--- config.mk ---
export PLATFORM = sky130hd
export DESIGN_NAME = uart_autobaud_echo
export DESIGN_NICKNAME = d
export VERILOG_FILES = /design/src/rtl/uart_autobaud_echo.sv
export SDC_FILE = /design/constraint.sdc
export NUM_CORES = 1
export LEC_CHECK = 0
export CORE_AREA = 2 2 109 111
export DETAILED_ROUTE_END_ITERATION = 8
export DIE_AREA = 0 0 111 113
export PLACE_DENSITY = 0.73
export SETUP_SLACK_MARGIN = 0.02
export SYNTH_ARGS = -nofsm -noshare
export SYNTH_HDL_FRONTEND = slang
export SYNTH_SLANG_ARGS = --single-unit
export TNS_END_PERCENT = 1
--- constraint.sdc ---
create_clock -name clk -period 7.9 [get_ports clk]
set_clock_uncertainty 0.05 [all_clocks]
set_input_delay 1.185 -clock clk [delete_from_list [all_inputs] [get_ports clk]]
set_output_delay 1.185 -clock clk [all_outputs]
set_load 0.02 [all_outputs]
--- src/rtl/uart_autobaud_echo.sv ---
module uart_autobaud_echo #(
  parameter int CNT_W   = 16,
  parameter int MIN_DIV = 4
) (
  input  logic             clk,
  input  logic             rst_n,
  input  logic             rxd,
  output logic             txd,
  output logic             locked,
  output logic [CNT_W-1:0] divisor,
  output logic             rx_valid,
  output logic [7:0]       rx_data
);
  localparam int               MW    = CNT_W + 3;
  localparam logic [MW-1:0]    M_MAX = '1;
  localparam logic [MW-1:0]    M_ONE = MW'(1);
  localparam logic [CNT_W-1:0] ONE   = CNT_W'(1);
  localparam logic [CNT_W-1:0] MIN_D = CNT_W'(MIN_DIV);

  // input synchroniser and falling-edge detect
  logic [1:0] sync;
  logic       rx_q;
  logic       rx_s;
  logic       fall;

  assign rx_s = sync[1];
  assign fall = rx_q & ~rx_s;

  always_ff @(posedge clk) begin
    if (!rst_n) begin
      sync <= 2'b11;
      rx_q <= 1'b1;
    end else begin
      sync <= {sync[0], rxd};
      rx_q <= rx_s;
    end
  end

  // rate measurement: eight bit cells of the calibration character
  logic          meas_run;
  logic [1:0]    edges;
  logic [MW-1:0] mcnt;

  always_ff @(posedge clk) begin
    if (!rst_n) begin
      meas_run <= 1'b0;
      edges    <= 2'd0;
      mcnt     <= '0;
      locked   <= 1'b0;
      divisor  <= '0;
    end else if (!locked) begin
      if (!meas_run) begin
        if (fall) begin
          meas_run <= 1'b1;
          edges    <= 2'd0;
          mcnt     <= M_ONE;
        end
      end else if (fall) begin
        mcnt <= mcnt + M_ONE;
        if (edges == 2'd3) begin
          meas_run <= 1'b0;
          if (mcnt[MW-1:3] >= MIN_D) begin
            locked  <= 1'b1;
            divisor <= mcnt[MW-1:3];
          end
        end else begin
          edges <= edges + 2'd1;
        end
      end else if (mcnt == M_MAX) begin
        meas_run <= 1'b0;
      end else begin
        mcnt <= mcnt + M_ONE;
      end
    end
  end

  // receiver: mid-cell sampling, index 0 = start, 1..8 = data, 9 = stop
  logic             rx_busy;
  logic [3:0]       rx_idx;
  logic [CNT_W-1:0] rx_cnt;
  logic [7:0]       rx_sh;

  always_ff @(posedge clk) begin
    if (!rst_n) begin
      rx_busy  <= 1'b0;
      rx_idx   <= 4'd0;
      rx_cnt   <= '0;
      rx_sh    <= 8'd0;
      rx_valid <= 1'b0;
      rx_data  <= 8'd0;
    end else begin
      rx_valid <= 1'b0;
      if (!rx_busy) begin
        if (locked && fall) begin
          rx_busy <= 1'b1;
          rx_idx  <= 4'd0;
          rx_cnt  <= divisor >> 1;
        end
      end else if (rx_cnt != '0) begin
        rx_cnt <= rx_cnt - ONE;
      end else begin
        rx_cnt <= divisor - ONE;
        rx_idx <= rx_idx + 4'd1;
        if (rx_idx == 4'd0) begin
          if (rx_s) rx_busy <= 1'b0;
        end else if (rx_idx == 4'd9) begin
          rx_busy <= 1'b0;
          if (rx_s) begin
            rx_valid <= 1'b1;
            rx_data  <= rx_sh;
          end
        end else begin
          rx_sh <= {rx_s, rx_sh[7:1]};
        end
      end
    end
  end

  // transmitter with a single pending byte
  logic             tx_busy;
  logic [9:0]       tx_sh;
  logic [3:0]       tx_left;
  logic [CNT_W-1:0] tx_cnt;
  logic             pend;
  logic [7:0]       pend_d;

  assign txd = tx_sh[0];

  always_ff @(posedge clk) begin
    if (!rst_n) begin
      tx_busy <= 1'b0;
      tx_sh   <= '1;
      tx_left <= 4'd0;
      tx_cnt  <= '0;
      pend    <= 1'b0;
      pend_d  <= 8'd0;
    end else begin
      if (tx_busy) begin
        if (tx_cnt != '0) begin
          tx_cnt <= tx_cnt - ONE;
        end else begin
          tx_cnt  <= divisor - ONE;
          tx_sh   <= {1'b1, tx_sh[9:1]};
          tx_left <= tx_left - 4'd1;
          if (tx_left == 4'd1) tx_busy <= 1'b0;
        end
      end else if (pend) begin
        tx_busy <= 1'b1;
        tx_sh   <= {1'b1, pend_d, 1'b0};
        tx_cnt  <= divisor - ONE;
        tx_left <= 4'd10;
        pend    <= 1'b0;
      end
      if (rx_valid) begin
        pend   <= 1'b1;
        pend_d <= rx_data;
      end
    end
  end
endmodule

==> impl_metrics.toml, run 1 <==
[power]
vdd_drop_max_mv = 0.154
power_density_nw_per_um2 = 210
total_power_mw = 1.49
p_leak_nw = 2.70

[timing]
hold_violations = 0
worstMarginPinSlew_ps = 1220
maxSlewViolCount = 0
grt_setup_unrepaired = "no"
max_slew_margin = 0.185
layout_min_cycle_time_ps = 3050
setup_tns_ps = 0
fmax_ghz = 0.328
setup_viol = 0
finalCritPeriodShare = 0.386

[final_layout]
nets = 764
syn2layout_area_growth_pct = 15.7
drive_gt1_frac = 0.0709
num_antenna_cells = 0
fillers = 939

[logic_synthesis]
synth_nets = 757
synth_top_family_by_area = "simple AND/OR/NAND/NOR gates"
netlist_instances = 742
synthArstFlopShare = 0
synthAdderAreaFrac = 0.0245
yosysMostFrequentCell = "dfxtp_1"
ys.flop_type = "dfxtp_1"
synth-simple-area-share = 0.267
synthXorXnorAreaFrac = 0.0343
synthMuxAreaShare = 0.0623
synth_area_per_cell_um2 = 8.25
synth_top_area_share = 0.389
synth_area_um2 = 6120
synth_compound_area_frac = 0.178
synth_common_cells = "dfxtp_1 (119), nor2_1 (88), nand2_1 (62)"
synth_area_leaders = "dfxtp_1 (39%), mux2i_1 (6.1%), nor2_1 (5.4%)"
synth_edf_count = 0
yosys_warnings = 0
yosys_register_bits = 119
synth.distinct_cells = 67
synth_area_leader_cell = "dfxtp_1"
yosysSeqAreaShare = 0.389

[detailed_routing]
drc_errors = 0
drt_first_iter_violations = 431
firstDrtPassIters = 5
num_vias = 5683
wirelength_um = 16100
drt-vias-per-instance = 6.28
wire_per_inst_um = 17.8
postRouteAntennaNets = 0

[setup_path]
slowest_stage = "clkdlybuf4s50_1"
critical_path_depth = 1
crit_path_start_kind = "flop"
crit_family = "buffers and inverters"
path_class = "reg2out"
crit_buf_inv = 1
cp.required_ps = 6660
worstPathArrival_ps = 1820
crit_chain = "clkdlybuf4s50_1"
crit_fanout = 10
ff2ff_path_depth = 5
crit_path_max_incr_delay_ps = 710
crit_start = "rx_valid"
r2r_start = "rx_cnt[6]"
crit_path_end_kind = "output pin"

[floorplanning]
die_area_um2 = 12500
num_rows = 39
die_h_um = 113
io_pins = 30
core_um2 = 11300
die_width_um = 111
start_util = 0.543

[clocking]
cts_setup_buffers = 0
cts.sinks = 119
cts_resized = 0
cts-htree-levels = 4
hold_buffers = 0
cts_buffers = 17
clk_pin_slew_ps = 60
cts_tree = "built"
clk_latency_ps = 420
clk_path_buf_depth = 2
root_buffer = "clkbuf_16"

[global_routing]
grt_pass1_wl_um = 27300
grt_max_degree = 67
grt_usage = 0.268
grt_pass1_vias = 5412
gr-total-overflow = 0
antenna_found_initial = 0

[run]
maxCapViolCount = 0

[placement]
place.gp.congestion = 0.917
hpwl_um = 10600
port_buffers = 29

[status]
outcome = "finished clean"

[hold_path]
hold_path.startpoint = "sync[0]"
hold_path_class = "reg2reg"
min_path_cells = 1
## per-stage QoR
step	cell area (um2)	std cells	utilization	setup slack (ps)	hold slack, ps
floorplan	6120	742	-	5440	336
global placement	6430	873	0.570	4850	338
detailed placement	6430	873	0.570	4810	341
CTS	7080	905	0.628	4830	353
global route	7080	905	0.628	4670	379
finish	7080	905	0.628	4850	356
## where the power goes
group	switching (mW)	internal (mW)
Clock	0.277	0.575
Sequential	0.00229	0.603
Combinational	0.0207	0.00752
## final cells by class
type	instances	area [um2]	share of cell area
clock buffer	20	457	0.0645
clock inverter	12	198	0.0279
inverter	20	75.1	0.0106
multi-input combinational	557	3470	0.490
sequential	119	2380	0.336
tap	143	179	0.0253
timing repair buffer	34	323	0.0456
## worst paths after layout
| check | to | slack, ps |
|---|---|---|
| worst min-delay path | sync[1] | 360 |
| worst max-delay path | rx_valid | 4850 |
| worst min register to register | sync[1] | 360 |
| worst max register to register | rx_cnt[7] | 4930 |
## kinds of logic after synthesis
kind of cell | after synthesis
fa+ha+maj | 12
xor+xnor | 24
simple gates | 315
compound gates | 168
mux | 38
flops | 119
buf+inv | 66
## flip-flops by register name, indices dropped and copies added, names as in the netlist, 2 cells and up
name and cells:
tx_sh 9, rx_sh 8, pend_d 8, tx_cnt 16
divisor 16, rx_data 8, mcnt 19, rx_cnt 16
tx_left 4, edges 2, rx_idx 4, sync 2
## per-layer routing
metal / GRT usage / share of wire
met5: 0 / 0
met4: 0.155 / 0.038
met3: 0.0573 / 0.065
met2: 0.418 / 0.45
met1: 0.347 / 0.45
## cell usage in the layout (no fill, tap or decap), types with 7 or more instances in the layout
cell               n
a211oi_1          10
a21oi_1           34
a22oi_1            7
a31oi_1           17
clkbuf_16         17
clkdlybuf4s50_1   28
dfxtp_1          119
ha_1              12
inv_1             19
mux2i_1           37
nand2_1           62
nand2b_1           7
nand3_1           37
nand4_1           13
nor2_1            88
nor2b_1            8
nor3_1            18
nor4_1            17
o211ai_1          11
o21ai_0           43
or3_1             10
or4_1             12
xnor2_1           16
xor2_1             8
Note: power is estimated with default switching activity, not from simulation.
==> run 2, diff against run 1 <==
--- a/config.mk
+++ b/config.mk
@@ -8,7 +8,7 @@
 export CORE_AREA = 2 2 109 111
 export DETAILED_ROUTE_END_ITERATION = 8
 export DIE_AREA = 0 0 111 113
-export PLACE_DENSITY = 0.73
+export PLACE_DENSITY = 0.75
 export SETUP_SLACK_MARGIN = 0.02
 export SYNTH_ARGS = -nofsm -noshare
 export SYNTH_HDL_FRONTEND = slang
==> constraint.sdc (replaced) <==
create_clock -name clk -period 2.5 [get_ports clk]
set_clock_uncertainty 0.05 [all_clocks]
set_input_delay 0.375 -clock clk [delete_from_list [all_inputs] [get_ports clk]]
set_output_delay 0.375 -clock clk [all_outputs]
set_load 0.02 [all_outputs]
==> run 2 against run 1 <==
Against the previous run: via count increased by 2.4%; sequential power increased to 3.2 times the previous value; wire length increased by 2.2%; flip-flop and latch count unchanged; die area unchanged; register-to-register slack got worse by 4800 ps; sequential share of layout area decreased by 1.1 points; final cell count increased by 3.6%; design area increased by 3.4%; critical path depth increased by 6; combinational power increased to 3.5 times the previous value; core utilization increased by 2.1 points; critical endpoint is now tx_cnt[8]; largest cell class unchanged; highest routed layer unchanged.
==> impl_metrics.toml, run 2 (same netlist as run 1, synthesis figures left out) <==
[run]
maxCapViolCount = 0

[setup_path]
slowest_stage = "or4b_2"
path_class = "reg2reg"
crit_chain = "inv_1 -> ha_1 -> or4b_2 -> nor4_1 -> xor2_1 -> a22oi_1 -> a21oi_1"
crit_family = "simple AND/OR/NAND/NOR gates"
crit_path_max_incr_delay_ps = 700
worstPathArrival_ps = 2700
crit_buf_inv = 1
crit_fanout = 6
cp.required_ps = 2800
crit_path_end_kind = "flop"
crit_path_start_kind = "flop"

[clocking]
clk_pin_slew_ps = 60
cts_buffers = 17
cts_setup_buffers = 0
clk_latency_ps = 420
cts.sinks = 119
cts-htree-levels = 4
root_buffer = "clkbuf_16"
clk_path_buf_depth = 2
cts_tree = "built"

[power]
vdd_drop_max_mv = 0.545
p_leak_nw = 2.84
power_density_nw_per_um2 = 609

[timing]
layout_min_cycle_time_ps = 2400
max_slew_margin = 0.501
hold_violations = 0
maxSlewViolCount = 0
fmax_ghz = 0.417
finalCritPeriodShare = 0.960
worstMarginPinSlew_ps = 745
grt_setup_unrepaired = "yes"
setup_tns_ps = 0
setup_viol = 0
fin_ws_ps = 101

[floorplanning]
die_h_um = 113
die_area_um2 = 12500
io_pins = 30
die_width_um = 111
num_rows = 39
core_um2 = 11300
start_util = 0.543

[final_layout]
instances_no_fill = 938
syn2layout_area_growth_pct = 19.6
num_antenna_cells = 0
layout.cells.most_common = "dfxtp_1"
nets = 797
drive_gt1_frac = 0.113
top_register = "mcnt"
largest_register_ffs = 19
final_cell_mix = "dfxtp_1 (119), nor2_1 (88), nand2_1 (62)"

[hold_path]
hold_path_class = "in2reg"

[status]
outcome = "finished clean"

[detailed_routing]
drc_errors = 0
firstDrtPassIters = 5
drt_first_iter_violations = 351
wire_per_inst_um = 17.5
drt-vias-per-instance = 6.21
wirelength_um = 16400
num_vias = 5822
postRouteAntennaNets = 0

[global_routing]
gr-total-overflow = 0
grt_pass1_wl_um = 27300
grt_pass1_vias = 5480
antenna_found_initial = 0
grt_max_degree = 67
grt_usage = 0.269

[placement]
hpwl_um = 11300
place.gp.congestion = 0.924
place_ws_ps = 104
port_buffers = 29
dp_cells = 906
[run 2: per-layer routing]
layer,vias up,share of wire,track usage
met1,2734,0.43,0.349
met5,-,0,0
li1,2820,-,-
met2,227,0.46,0.425
met3,41,0.071,0.0595
met4,0,0.038,0.136
[run 2: area by class of cell]
class | instances | area (um2)
Fill cell | 905 | 3950
Tap cell | 143 | 179
Sequential cell | 119 | 2380
Multi-Input combinational cell | 557 | 3490
Inverter | 20 | 75.1
Clock buffer | 19 | 453
Clock inverter | 13 | 145
Timing Repair Buffer | 67 | 596
[run 2: final timing paths]
path | start | end | slack, ps | depth (start not counted)
max | divisor[0] | tx_cnt[8] | 100 | 7
min | rst_n | mcnt[0] | 180 | 3
max reg2reg | divisor[0] | tx_cnt[8] | 100 | 7
min reg2reg | sync[0] | sync[1] | 360 | 1
[run 2: worst reg2reg max path, cell delays in order (launching register included)]
cell and delay [ps]:
dfxtp_1 310, inv_1 70, ha_1 190, or4b_2 700, nor4_1 270, xor2_1 420, a22oi_1 160, a21oi_1 170
[run 2: report_power, final]
| part | switching [mW] | internal (mW) | total (mW) |
|---|---|---|---|
| Combinational | 0.0690 | 0.0314 | 0.100 |
| Sequential | 0.00624 | 1.90 | 1.91 |
| Clock | 0.920 | 1.53 | 2.45 |
| Total | 0.996 | 3.46 | 4.46 |
[run 2: what timing repair did]
action                     CTS  global route
setup endpoints to repair    0            16
resized for setup            0             4
hold buffers                 0             0
[run 2: metrics by stage]
step | utilization | power (mW) | hold slack [ps] | area (um2)
2_1_floorplan | - | 2.02 | 336 | 6120
3_3_place_gp | 0.594 | 2.05 | 341 | 6700
3_5_place_dp | 0.594 | 2.05 | 348 | 6700
4_1_cts | 0.647 | 4.47 | 175 | 7300
5_1_grt | 0.649 | 4.56 | 195 | 7320
6_report | 0.649 | 4.46 | 185 | 7320
==> run 3, diff against run 2 <==
--- a/config.mk
+++ b/config.mk
@@ -9,6 +9,7 @@
 export DETAILED_ROUTE_END_ITERATION = 8
 export DIE_AREA = 0 0 111 113
 export PLACE_DENSITY = 0.75
+export RECOVER_POWER = 25
 export SETUP_SLACK_MARGIN = 0.02
 export SYNTH_ARGS = -nofsm -noshare
 export SYNTH_HDL_FRONTEND = slang
==> run 3 against run 2 <==
Against the previous run: clock power about the same; first-iteration DRC count up 8.3%; sequential share of layout area up 0.061 points; combinational power about the same; power up 0.14%; critical path depth unchanged; hold slack worse by 4.9 ps; die area unchanged; largest power group unchanged; highest routed layer unchanged; core utilization down 0.12 points; setup slack better by 18 ps; final cell count unchanged.
==> impl_metrics.toml, run 3 (same netlist as run 1, synthesis figures left out) <==
[detailed_routing]
num_vias = 5797
highest_layer = "met4"
postRouteAntennaNets = 0
wl_met2_um = 7430
wl_met3_um = 1120
drt_first_iter_violations = 380
drt-vias-per-instance = 6.18
wire_per_inst_um = 17.5
drc_errors = 0
firstDrtPassIters = 5
wirelength_um = 16400
drt-met1-wl_um = 7210

[power]
total_power_mw = 4.46
power_density_nw_per_um2 = 611
p_leak_nw = 2.87
vdd_drop_max_mv = 0.551

[setup_path]
r2r_start = "divisor[0]"
rr_endpoint = "tx_cnt[8]"
crit_fanout = 6
worstPathArrival_ps = 2690
ff2ff_path_depth = 7
cp.required_ps = 2810
crit_path_start_kind = "flop"
path_class = "reg2reg"
crit_path_end_kind = "flop"
r2r_slack_ps = 120

[global_routing]
grt_pass1_vias = 5480
antenna_found_initial = 0
grt_max_degree = 67
grt_pass1_wl_um = 27300
grt_usage = 0.269
gr-total-overflow = 0

[timing]
fin_ws_ps = 118
max_slew_margin = 0.271
hold_violations = 0
setup_viol = 0
finalCritPeriodShare = 0.953
maxSlewViolCount = 0
worstMarginPinSlew_ps = 1090
layout_min_cycle_time_ps = 2380
fmax_ghz = 0.420
grt_setup_unrepaired = "yes"

[placement]
port_buffers = 29
dp_cells = 906
place.gp.congestion = 0.924
place_ws_ps = 104
hpwl_um = 11300
placed_cell_area_um2 = 6700

[final_layout]
top_register = "mcnt"
num_antenna_cells = 0
layout.cells.most_common = "dfxtp_1"
fin_area_um2 = 7310
final_cell_mix = "dfxtp_1 (119), nor2_1 (88), nand2_1 (62)"
syn2layout_area_growth_pct = 19.4
nets = 797
instances_no_fill = 938
largest_register_ffs = 19
finish.utilization = 0.648
drive_gt1_frac = 0.109

[floorplanning]
die_width_um = 111
start_util = 0.543
io_pins = 30
die_h_um = 113
num_rows = 39
die_area_um2 = 12500
core_um2 = 11300

[hold_path]
whs_endpoint = "mcnt[0]"
hold_path.startpoint = "rst_n"
min_path_cells = 3
hold_path_class = "in2reg"

[clocking]
clk_pin_slew_ps = 60
cts_tree = "built"
cts_buffers = 17
clk_latency_ps = 420
root_buffer = "clkbuf_16"
clk_path_buf_depth = 2
cts-htree-levels = 4
cts_setup_buffers = 0
cts.sinks = 119

[run]
maxCapViolCount = 0

[status]
outcome = "finished clean"
-- run 3: cell types whose count changed in the layout (fill, tap and decap cells not counted) --
cell	before	now
clkdlybuf4s50_1	28	15
dlygate4sd3_1	0	13
buf_4	36	32
clkbuf_1	0	3
clkbuf_2	0	1
-- run 3: what timing repair did --
item                       4_1_cts  5_1_grt
gates resized for setup          0        4
hold buffers                     0        0
setup endpoints to repair        0       16
-- run 3: metal layers --
metal,vias to the layer above,track usage
li1,2814,-
met1,2715,0.349
met2,223,0.425
met3,45,0.0595
met4,0,0.136
met5,-,0
-- run 3: power by group --
group          switching, mW  internal (mW)  leakage, nW  total (mW)
clock network          0.928           1.53        0.286        2.45
logic                 0.0690         0.0304         1.62      0.0994
registers            0.00632           1.90        0.959        1.91
-- run 3: layout make-up --
| class | count | area, um2 |
|---|---|---|
| fill | 912 | 3970 |
| timing repair buffer | 67 | 582 |
| multi-input combinational | 557 | 3490 |
| inverter | 20 | 75.1 |
| clock inverter | 13 | 145 |
| sequential | 119 | 2380 |
| tap | 143 | 179 |
| clock buffer | 19 | 453 |
-- run 3: critical path: stages (launching register included) --
cell and delay [ps]:
dfxtp_1 310, inv_1 70, ha_1 190, or4b_2 700
nor4_1 260, xor2_1 410, a22oi_1 160, a21oi_1 170
-- run 3: worst max-delay path by stage --
stage           endpoint        from  slack, ps
2_1_floorplan  rx_idx[3]   rx_cnt[2]         40
3_3_place_gp   tx_cnt[8]  divisor[0]        180
3_5_place_dp   rx_cnt[2]   rx_cnt[3]        100
4_1_cts        tx_cnt[8]  divisor[0]        110
5_1_grt        tx_cnt[8]  divisor[0]         -3
6_report       tx_cnt[8]  divisor[0]        120
-- run 3: through the flow --
step | setup TNS, ps | hold WS [ps]
after floorplan | 0 | 336
after global placement | 0 | 341
after detailed placement | 0 | 348
after CTS | 0 | 175
after global routing | -3.37 | 194
final | 0 | 180
